===== config.mk =====
export PLATFORM = sky130hd
export DESIGN_NAME = atomic_rmw_unit
export DESIGN_NICKNAME = d
export VERILOG_FILES = /design/src/rtl/atom_pkg.sv /design/src/rtl/atom_alu.sv /design/src/rtl/atom_store.sv /design/src/rtl/atom_stats.sv /design/src/rtl/atomic_rmw_unit.sv
export SDC_FILE = /design/constraint.sdc
export NUM_CORES = 2
export LEC_CHECK = 0
export ABC_AREA = 0
export BUFFER_PORTS_ARGS = -buffer_cell sky130_fd_sc_hd__buf_2
export CORE_MARGIN = 2
export CORE_UTILIZATION = 45
export DETAILED_ROUTE_END_ITERATION = 10
export GPL_TIMING_DRIVEN = 0
export PLACE_DENSITY = 0.66
export SLEW_MARGIN = 10
export SYNTH_ARGS = -nofsm -noshare
export SYNTH_HDL_FRONTEND = slang
export SYNTH_SLANG_ARGS = --single-unit

===== constraint.sdc =====
create_clock -name clk -period 4.7 [get_ports clk]
set_input_delay 0.235 -clock clk [delete_from_list [all_inputs] [get_ports clk]]
set_output_delay 0.235 -clock clk [all_outputs]
set_load 0.02 [all_outputs]

===== src/rtl/atom_pkg.sv =====
package atom_pkg;

  typedef enum logic [3:0] {
    OP_AND  = 4'd0,
    OP_OR   = 4'd1,
    OP_XOR  = 4'd2,
    OP_CAS  = 4'd3,
    OP_EXCH = 4'd4,
    OP_ADD  = 4'd5,
    OP_SUB  = 4'd6,
    OP_INC  = 4'd7,
    OP_DEC  = 4'd8,
    OP_MAX  = 4'd9,
    OP_MIN  = 4'd10
  } atom_op_e;

  typedef enum logic [2:0] {
    ST_IDLE,
    ST_READ,
    ST_CALC,
    ST_WRITE,
    ST_RESP
  } atom_state_e;

endpackage


===== src/rtl/atom_alu.sv =====
module atom_alu
  import atom_pkg::*;
#(
  parameter int WIDTH = 32
) (
  input  logic [3:0]       op,
  input  logic             is_signed,
  input  logic [WIDTH-1:0] cur,
  input  logic [WIDTH-1:0] opa,
  input  logic [WIDTH-1:0] opb,
  output logic [WIDTH-1:0] nxt,
  output logic             wen,
  output logic             bad_op,
  output logic             cas_miss
);

  localparam logic [WIDTH-1:0] ONE = WIDTH'(1);

  // strict ordering test, sign-aware on request
  function automatic logic above(input logic [WIDTH-1:0] x,
                                 input logic [WIDTH-1:0] y,
                                 input logic             sg);
    if (sg) return $signed(x) > $signed(y);
    return x > y;
  endfunction

  function automatic logic [WIDTH-1:0] wrap_add(input logic [WIDTH-1:0] x,
                                                input logic [WIDTH-1:0] y);
    return x + y;
  endfunction

  function automatic logic [WIDTH-1:0] wrap_sub(input logic [WIDTH-1:0] x,
                                                input logic [WIDTH-1:0] y);
    return x - y;
  endfunction

  always_comb begin
    nxt      = cur;
    wen      = 1'b1;
    bad_op   = 1'b0;
    cas_miss = 1'b0;
    case (op)
      OP_AND:  nxt = cur & opa;
      OP_OR:   nxt = cur | opa;
      OP_XOR:  nxt = cur ^ opa;
      OP_CAS: begin
        if (cur == opa) nxt = opb;
        else begin
          wen      = 1'b0;
          cas_miss = 1'b1;
        end
      end
      OP_EXCH: nxt = opa;
      OP_ADD:  nxt = wrap_add(cur, opa);
      OP_SUB:  nxt = wrap_sub(cur, opa);
      OP_INC:  nxt = wrap_add(cur, ONE);
      OP_DEC:  nxt = wrap_sub(cur, ONE);
      OP_MAX: begin
        if (above(opa, cur, is_signed)) nxt = opa;
        else wen = 1'b0;
      end
      OP_MIN: begin
        if (above(cur, opa, is_signed)) nxt = opa;
        else wen = 1'b0;
      end
      default: begin
        wen    = 1'b0;
        bad_op = 1'b1;
      end
    endcase
  end


  always_comb begin
    if (bad_op) begin
      bad_op_nowrite_chk: assert (!wen && !cas_miss);
    end
  end

endmodule


===== src/rtl/atom_store.sv =====
module atom_store #(
  parameter int WIDTH = 32,
  parameter int DEPTH = 16,
  localparam int ADDR_W = $clog2(DEPTH)
) (
  input  logic              clk,
  input  logic              rst_n,
  input  logic [ADDR_W-1:0] rd_addr,
  output logic [WIDTH-1:0]  rd_data,
  input  logic              wr_en,
  input  logic [ADDR_W-1:0] wr_addr,
  input  logic [WIDTH-1:0]  wr_data
);

  logic [WIDTH-1:0] words [DEPTH];

  for (genvar g = 0; g < DEPTH; g++) begin : g_word
    always_ff @(posedge clk) begin
      if (!rst_n)                                    words[g] <= '0;
      else if (wr_en && wr_addr == ADDR_W'(g))       words[g] <= wr_data;
    end
  end

  assign rd_data = words[rd_addr];

endmodule


===== src/rtl/atom_stats.sv =====
module atom_stats #(
  parameter int CNT_W = 16
) (
  input  logic             clk,
  input  logic             rst_n,
  input  logic             cas_evt,
  input  logic             cas_miss,
  output logic [CNT_W-1:0] attempts,
  output logic [CNT_W-1:0] failures
);

  always_ff @(posedge clk) begin
    if (!rst_n) begin
      attempts <= '0;
      failures <= '0;
    end else if (cas_evt) begin
      attempts <= attempts + CNT_W'(1);
      if (cas_miss) failures <= failures + CNT_W'(1);
    end
  end


  fail_follows_attempt_chk: assert property (@(posedge clk) disable iff (!rst_n)
    (failures != $past(failures)) |-> (attempts != $past(attempts)));

endmodule


===== src/rtl/atomic_rmw_unit.sv =====
module atomic_rmw_unit
  import atom_pkg::*;
#(
  parameter int WIDTH = 32,
  parameter int DEPTH = 16,
  parameter int TAG_W = 4,
  parameter int CNT_W = 16,
  localparam int ADDR_W = $clog2(DEPTH)
) (
  input  logic              clk,
  input  logic              rst_n,
  input  logic              req_valid,
  output logic              req_ready,
  input  logic [3:0]        req_op,
  input  logic              req_noret,
  input  logic              req_signed,
  input  logic [ADDR_W-1:0] req_addr,
  input  logic [WIDTH-1:0]  req_opa,
  input  logic [WIDTH-1:0]  req_opb,
  input  logic [TAG_W-1:0]  req_tag,
  output logic              rsp_valid,
  input  logic              rsp_ready,
  output logic [WIDTH-1:0]  rsp_data,
  output logic              rsp_err,
  output logic [TAG_W-1:0]  rsp_tag,
  output logic              done_pulse,
  output logic [TAG_W-1:0]  done_tag,
  output logic [CNT_W-1:0]  cas_attempts,
  output logic [CNT_W-1:0]  cas_failures
);

  atom_state_e       state;
  logic [3:0]        op_q;
  logic              noret_q, sgn_q;
  logic [ADDR_W-1:0] addr_q;
  logic [WIDTH-1:0]  a_q, b_q, old_q, new_q;
  logic [TAG_W-1:0]  tag_q;
  logic              wen_q, err_q, miss_q, done_q;

  // named internal events
  logic             accept;
  logic             wr_fire;
  logic             cas_evt;
  logic             rsp_take;
  logic [WIDTH-1:0] rd_word;
  logic [WIDTH-1:0] alu_nxt;
  logic             alu_wen, alu_bad, alu_miss;

  assign req_ready = (state == ST_IDLE);
  assign accept    = req_valid && req_ready;
  assign rsp_take  = rsp_valid && rsp_ready;
  assign wr_fire   = (state == ST_WRITE) && wen_q && !err_q;
  assign cas_evt   = (state == ST_WRITE) && !err_q && (op_q == OP_CAS);

  always_ff @(posedge clk) begin
    if (!rst_n) begin
      state   <= ST_IDLE;
      op_q    <= '0;
      noret_q <= 1'b0;
      sgn_q   <= 1'b0;
      addr_q  <= '0;
      a_q     <= '0;
      b_q     <= '0;
      tag_q   <= '0;
      old_q   <= '0;
      new_q   <= '0;
      wen_q   <= 1'b0;
      err_q   <= 1'b0;
      miss_q  <= 1'b0;
      done_q  <= 1'b0;
    end else begin
      done_q <= 1'b0;
      case (state)
        ST_IDLE: begin
          if (accept) begin
            op_q    <= req_op;
            noret_q <= req_noret;
            sgn_q   <= req_signed;
            addr_q  <= req_addr;
            a_q     <= req_opa;
            b_q     <= req_opb;
            tag_q   <= req_tag;
            state   <= ST_READ;
          end
        end
        ST_READ: begin
          old_q <= rd_word;
          state <= ST_CALC;
        end
        ST_CALC: begin
          new_q  <= alu_nxt;
          wen_q  <= alu_wen;
          err_q  <= alu_bad;
          miss_q <= alu_miss;
          state  <= ST_WRITE;
        end
        ST_WRITE: begin
          if (err_q || !noret_q) state <= ST_RESP;
          else begin
            done_q <= 1'b1;
            state  <= ST_IDLE;
          end
        end
        ST_RESP: begin
          if (rsp_take) state <= ST_IDLE;
        end
        default: state <= ST_IDLE;
      endcase
    end
  end

  atom_store #(
    .WIDTH (WIDTH),
    .DEPTH (DEPTH)
  ) i_store (
    .clk     (clk),
    .rst_n   (rst_n),
    .rd_addr (addr_q),
    .rd_data (rd_word),
    .wr_en   (wr_fire),
    .wr_addr (addr_q),
    .wr_data (new_q)
  );

  atom_alu #(
    .WIDTH (WIDTH)
  ) i_alu (
    .op        (op_q),
    .is_signed (sgn_q),
    .cur       (old_q),
    .opa       (a_q),
    .opb       (b_q),
    .nxt       (alu_nxt),
    .wen       (alu_wen),
    .bad_op    (alu_bad),
    .cas_miss  (alu_miss)
  );

  atom_stats #(
    .CNT_W (CNT_W)
  ) i_stats (
    .clk      (clk),
    .rst_n    (rst_n),
    .cas_evt  (cas_evt),
    .cas_miss (miss_q),
    .attempts (cas_attempts),
    .failures (cas_failures)
  );

  assign rsp_valid  = (state == ST_RESP);
  assign rsp_err    = rsp_valid && err_q;
  assign rsp_data   = (rsp_valid && !err_q) ? old_q : '0;
  assign rsp_tag    = tag_q;
  assign done_pulse = done_q;
  assign done_tag   = tag_q;


  busy_after_accept_chk: assert property (@(posedge clk) disable iff (!rst_n)
    accept |=> !req_ready);


  rsp_hold_chk: assert property (@(posedge clk) disable iff (!rst_n)
    (rsp_valid && !rsp_ready) |=> (rsp_valid && $stable(rsp_data) && $stable(rsp_tag)));


  done_single_chk: assert property (@(posedge clk) disable iff (!rst_n)
    done_pulse |=> !done_pulse);


  done_no_rsp_chk: assert property (@(posedge clk) disable iff (!rst_n)
    done_pulse |-> !rsp_valid);


  err_zero_data_chk: assert property (@(posedge clk) disable iff (!rst_n)
    rsp_err |-> (rsp_data == '0));


  err_no_write_chk: assert property (@(posedge clk) disable iff (!rst_n)
    ((state == ST_WRITE) && err_q) |-> (!wen_q && !cas_evt));

endmodule


# Word-level counts from Yosys, hierarchy flattened
# Memories as Yosys holds them, arrays and structs flattened. A register that Yosys moved wholly into a read port is not among the register bits.
# Index checks and enable logic that the tools add are counted.
[op_classes]
mux = 91
n_reduce_logical = 37
n_eq_ne = 32
bitwise_logic = 19
order_cmp = 4
addsub = 6
[ops]
columns = ["operator", "n"]
rows = [
  ["2-to-1 mux 32 bit", 20],
  ["one-hot mux 32 bit (11 select lines)", 1],
  ["> comparator 32 bit", 4],
  ["2-to-1 mux 1 bit", 65],
  ["== test 4 bit (second input constant)", 11],
  ["adder 16 x 1 -> 16 bit (second input constant)", 2],
  ["adder 32 x 1 -> 32 bit (second input constant)", 1],
  ["adder 32 bit", 1],
  ["AND 32 bit", 1],
  ["== test 32 bit", 1],
  ["== test 4 x 3 -> 1 bit (second input constant)", 8],
  ["OR 32 bit", 1],
  ["subtractor 32 x 1 -> 32 bit (second input constant)", 1],
  ["subtractor 32 bit", 1],
  ["XOR 32 bit", 1],
  ["logical AND 1 bit", 24],
  ["== test 4 x 2 -> 1 bit (second input constant)", 4],
  ["OR 1 bit", 16],
  ["one-hot mux 3 bit (5 select lines)", 1],
  ["OR reduction 11 bit", 1],
  ["2-to-1 mux 3 bit", 3],
  ["== test 4 x 1 -> 1 bit (second input constant)", 2],
  ["logical NOT 4 bit", 2],
  ["AND reduction 2 bit", 4],
  ["9 further kinds", 13],
]
[totals]
inputBits = 82
memories = 1
mem_bits_rw = 512
ff_bits = 149
[mem_list]
columns = ["name", "depth", "word_bits", "rd", "rd_clocked_by_memory_dff", "write_ports", "line", "rtl"]
rows = [
  ["i_store.words", 16, 32, 1, 1, 16, "atom_store.sv:15", "logic [WIDTH-1:0] words [DEPTH];"],
]

# Depth between registers and ports, before layout
[depth]
word_depth = 8
mapped_depth = 21

# Modules after synthesis
# From an unflattened synthesis, not the netlist that was laid out.
[unflattened]
hier_cells = 3473
hier_area_um2 = 38926.1
[by_module_without_submodules]
columns = ["module", "instances", "area_each_um2", "cells_per_inst"]
rows = [
  ["atom_store", 1, 22826.9, 1422],
  ["atom_alu", 1, 8448.1, 1193],
  ["atomic_rmw_unit", 1, 6226.0, 697],
  ["atom_stats", 1, 1425.1, 161],
]

# Worst setup path before layout
# Ideal clock, no wire load.
[synth_path]
path_type = "reg-to-reg"
from = "register a_q[7]"
to = "register new_q[27]"
t_required_ns = 4.580
stages_incl_launch_ff = 20
arrival_time_ns = 4.332
synth_period_minus_slack_ns = 4.452
setup_slack_ns = 0.248
path_buffers = 1
cell_sequence = "dfxtp_1 clkbuf_1 or4_1 nor3_1 nand2b_1 nor3_1 nand2_1 xnor2_1 o21ai_0 ha_1 a21o_1 a21o_1 a21oi_1 a21boi_0 o21ai_0 a221oi_1 o21ai_0 a2111o_1 a211oi_2 o21ai_1"
[synth_between]
elab_chain_len = 6
[synth_rtl]
columns = ["item", "line", "rtl"]
rows = [
  ["start, declared", "atomic_rmw_unit.sv:36", "logic [WIDTH-1:0] a_q, b_q, old_q, new_q;"],
  ["start signal, assigned", "atomic_rmw_unit.sv:80", "a_q <= req_opa;"],
  ["> comparator 32 bit", "atom_alu.sv:23", "if (sg) return $signed(x) > $signed(y);"],
  ["2-to-1 mux 1 bit", "atom_alu.sv:23", ""],
  ["2-to-1 mux 1 bit", "atom_alu.sv:24", "return x > y;"],
  ["2-to-1 mux 1 bit", "atom_alu.sv:42", "case (op)"],
  ["2-to-1 mux 32 bit (on tied branches)", "atom_alu.sv:63, atom_alu.sv:59", ""],
  ["one-hot mux 32 bit (11 select lines) (*)", "atom_alu.sv:42", ""],
  ["end signal, assigned", "atomic_rmw_unit.sv:91", "new_q <= alu_nxt;"],
  ["end, declared", "atomic_rmw_unit.sv:36", ""],
]
# Every way passes the cells marked *; elsewhere a longest branch is shown, timed or not. The select of a mux whose other input is x is not followed.
# A chain may end at the register's enable or synchronous reset.

# Worst setup path in the final report
[layout_path]
from = "register a_q[23]"
to = "register new_q[29]"
# Same word-level chain as after synthesis.

==> implementation parameters <==
Parameter                              Value

Cells and area
  Number of nets at the end of the flow ... between 3000 and 4000
  Post-route insts no fill ... 4891
  Final-layout fill cell count ... 7167
  Proportion of layout cells with a drive suffix above 1 ... 15.2%
  Layout Area Growth over Synthesis ... 16.9%
  Final non-filler cell area ... 44400 µm²

Hold path
  Hold_sp ... rst_n
  Hold Path Stages ... 4
  Worst Hold Endpoint ... new_q[11]$_SDFFE_PN0P_
  Tightest Hold Check Type ... input port to flop

Routing
  DR iter-0 viols ... roughly 3100
  Total wirelength of the detailed-routed design ... 119 mm
  DRC violation count after routing ... 0
  Drt pass-1 iters ... 6
  Mean number of vias per cell ... 5.72
  DRT antenna net count ... 0
  Total via count after detailed routing ... ~28000
  Average wire per cell in the routed design ... 24.3 µm

Timing
  Max Clk Rate ... 212 MHz
  Final setup vio count ... 1
  Minimum period implied by the final worst setup slack ... 4.71 ns
  Setup repair after global routing missed its margin ... true
  Fin worst setup slack ... -0.00896 ns
  Final Slew Violations ... 0
  Worst slack on hold paths ... between 0.3 and 0.4 ns
  TNS Setup ... -0.00896 ns
  Clock tree skew after final layout ... 0.0426 ns
  Part of the cycle the worst path needs ... 100%
  Measured slew at the worst slew-check pin ... 1.38 ns
  Worst max-slew margin expressed relative to the limit ... 6.55%
  Final Hold Viols ... 0

Placed design
  Placer congestion estimate ... 0.978
  Cell area reported after detailed placement ... 40800 µm²
  Placed cells ... 4669
  I/O Buffers ... around 160
  HPWL after DPL ... between 90 and 100 mm

Worst setup path
  R2R Path Start ... a_q[23]$_SDFFE_PN0P_
  Ordered cell list for the critical path ... clkbuf_1 -> inv_1 -> ha_1 -> or4_1 -> nor4_4 -> and2_1 -> buf_4 -> and3_1 -> buf_2 -> buf_2 -> nand2_1 -> nand2_1 -> a21oi_1 -> o211a_1 -> a21oi_1
  CP max stage delay ... between 0.7 and 0.8 ns
  Critical path's top delay family ... simple AND/OR/NAND/NOR gates
  Critical path startpoint category ... flop
  Cell with the biggest individual delay on the critical path ... or4_1
  Type of the setup path with the least slack ... flop to flop
  Number of buffers and inverters on the critical path ... 5
  Element type at the critical path end ... flop
  Data arrival, critical path ... approximately 5.3 ns
  Number of cell instances on the worst register-to-register path ... 15
  Reg2reg setup slack ... -0.009 ns
  Endpoint required time on the critical path ... 5.27 ns
  Maximum fanout along the worst path ... 10
  Worst Setup SP ... a_q[23]$_SDFFE_PN0P_
  Worst reg2reg endpoint ... new_q[29]$_SDFFE_PN0P_

Power
  Power density over the cells ... roughly 370 nW/µm²
  Switching pwr ... 4.80 mW
  Net Sw Frac ... 29.5%
  Peak ir drop on the vdd network ... around 0.00025 V
  Internal power summed over all cells ... 11.5 mW
  Leakage power total ... between 15 and 20 nW
  Share of total power in sequential cells ... a little over two fifths
  Relative contribution of combinational cells to total power ... 19.4%
  Proportion of power drawn by the clock network ... between 30 and 40%

GRT
  Antenna violations before repair ... 4
  Global-route total usage across every layer ... 27.3%
  Maximum number of pins on one net before global-route repair ... 22
  GRT overflow ... 0
  Wire length of the first global-routing pass ... ~180 mm
  Number of global-route vias before repair ... 27500

Yosys
  Share of async-settable or async-resettable flops after synthesis ... 0%
  Synth top area cells ... edfxtp_1 (40%), dfxtp_1 (9.5%), mux4_2 (9.5%), and2_1 (9.2%), ha_1 (5.3%)
  Total standard cell area after synthesis ... 38000 µm²
  Net count of the mapped netlist ... 3607
  Number of enable flip-flop cells after synthesis ... around 500
  Sequential cell area fraction in the yosys report ... 50.0%
  Cell taking the most area after synthesis ... edfxtp_1
  Share of the synthesized area in the top cell type ... 40.5%
  Cell count after synthesis ... roughly 3400
  Number of warning messages in the yosys log ... 0
  Prevailing post-synth register cell ... edfxtp_1
  Count of cell types in the netlist ... between 80 and 90
  Register bit count reported by yosys ... around 700
  Post-Syn Area per Cell ... 11.3 µm²

Floorplanning
  DIE AREA ... 86800 µm²
  Ports placed on the boundary ... 158
  Die extent in y ... between 200 and 300 µm
  Std cell rows ... 106
  Die width ... 295 µm
  Starting density of the core ... 45.4%
  Core Region ... between 80000 and 90000 µm²

Clocking
  CTS HTree Levels ... 3
  CTS root buf ... clkbuf_16
  Number of buffers on the longest clock path ... 3
  Clk slew on worst S/H paths ... 0.06 ns
  Clk_lat worst skew ... 0.65 ns
  CTS sink count ... just under 700
  CTS tree ... built
  Number of buffers created by CTS ... 77

Run
  Max-cap viol count ... 0

Run status
  Failing checks ... negative setup slack
  Result of the run ... finished, violations left
## worst max path at each step
stage	end	cells after the start
2_1_floorplan	new_q[27]$_SDFFE_PN0P_	19
3_3_place_gp	i_store.words[7][24]$_SDFFCE_PN0P_	5
3_5_place_dp	new_q[23]$_SDFFE_PN0P_	17
4_1_cts	new_q[27]$_SDFFE_PN0P_	18
5_1_grt	new_q[27]$_SDFFE_PN0P_	20
6_report	new_q[29]$_SDFFE_PN0P_	15
## Yosys cell counts, types with 5 or more instances
cell type  count
nor3b_1        5
a221oi_1      36
o221ai_1       6
and3_1        16
o31ai_1       14
xnor2_1       95
xor2_1        15
nor2b_1       24
ha_1         162
o21bai_1      17
o2111ai_1      6
buf_4          5
o21ai_0      130
and2_1       556
a221o_1       21
nand4_1       13
or2_2          5
nand2_1      319
a21o_1        16
a31oi_1        8
o22ai_1       10
inv_1         96
or4_1          8
edfxtp_1     512
nand3b_1       5
nand2b_1      17
nor2_1       112
a21oi_1      129
o21ai_1        5
or3_1         11
nand3_1       37
buf_2         13
o211ai_1      29
mux2i_1       13
buf_1         17
mux4_2       160
clkbuf_1     225
a22oi_1       14
a21boi_0     115
dfxtp_1      181
nor4_1        18
a211oi_1       9
o21a_1        10
a311oi_1       6
nor3_1        71
## area by class of cell
cell class | instances | area, µm² | area share, %
Antenna cell | 1 | 2.50 | 0.00563
Buffer | 253 | 1030 | 2.32
Clock buffer | 102 | 2060 | 4.64
Clock inverter | 40 | 482 | 1.08
Inverter | 99 | 373 | 0.839
Multi-Input combinational cell | 2305 | 18000 | 40.5
Sequential cell | 693 | 19000 | 42.8
Tap cell | 1134 | 1420 | 3.19
Timing Repair Buffer | 264 | 2060 | 4.65
## power by group through the flow
| stage | Combinational (mW) | Sequential, mW | Clock (mW) |
|---|---|---|---|
| final | 3.16 | 7.04 | 6.07 |
| after global routing | 3.36 | 7.06 | 6.38 |
| after detailed placement | 2.93 | 7.14 | 0 |
| after CTS | 3.04 | 7.02 | 6.15 |
| after floorplan | 1.98 | 7.05 | 0 |
| after global placement | 2.87 | 7.16 | 0 |
## logic make-up (layout without fill, tap and decap cells)
kind of cell	Yosys count	count (layout)	synth area share, %
XOR/XNOR	110	110	2.54
buffers and inverters	363	758	3.76
adder cells (fa/ha/maj)	164	164	5.44
flip-flops	693	693	50.0
AND/OR/NAND/NOR	1231	1231	17.3
AO/OA/AOI/OAI	626	626	11.1
multiplexers	174	174	9.86
other	0	1	0
## routing by layer
layer / part of all wire (%) / vias to the layer above / track usage (%)
met4: 3.9 / 4 / 10.3
met1: 42 / 13700 / 36.8
met5: 0.022 / - / 0
met2: 47 / 1179 / 44.3
met3: 7.1 / 253 / 4.33
li1: - / 12800 / -
## flip-flops by register name (all words and copies together) (netlist names), 4 cells and up
| signal | flops |
|---|---|
| i_store.words | 512 |
| a_q | 32 |
| b_q | 32 |
| new_q | 32 |
| old_q | 32 |
| i_stats.attempts | 16 |
| i_stats.failures | 16 |
| addr_q | 4 |
| done_tag | 4 |
| op_q | 4 |
## through the flow
stage / utilization [%] / power (mW) / worst slack (ns)
after CTS: 52.9 / 16.2 / 0.00711
after global routing: 53.1 / 16.8 / -0.0203
after global placement: 48.0 / 10.0 / -2.47
after floorplan: - / 9.02 / 0.248
final: 53.1 / 16.3 / -0.00896
after detailed placement: 48.7 / 10.1 / -1.31
## cells in the final DEF, fill, tap and decap left out, drive strengths merged, types with 15 or more instances in the layout
cell type	count
a21o	16
edfxtp	512
mux4	160
a221oi	37
and2	556
nand2	319
dfxtp	181
dlygate4sd3	80
xor2	15
clkbuf	315
nor2b	24
o31ai	15
a221o	21
ha	162
nand3	37
buf	224
o21bai	17
clkinv	28
a21boi	117
xnor2	95
o211ai	29
nand2b	17
nor2	112
o21ai	135
nor4	20
and3	16
inv	101
a21oi	130
nor3	71
## timing repair
action,CTS,global route
hold endpoints to repair,80,0
hold buffers,80,0
setup buffers,5,5
gates resized for setup,33,41
pin swaps,4,9
setup endpoints to repair,29,28
## worst reg2reg max path, cell delays in order, from the launching register on
cell	delay, ns
dfxtp_1	0.36
clkbuf_1	0.38
inv_1	0.13
ha_1	0.44
or4_1	0.72
nor4_4	0.44
and2_1	0.19
buf_4	0.19
and3_1	0.42
buf_2	0.39
buf_2	0.39
nand2_1	0.18
nand2_1	0.10
a21oi_1	0.06
o211a_1	0.15
a21oi_1	0.12
Power figures use the tool's default switching activity.
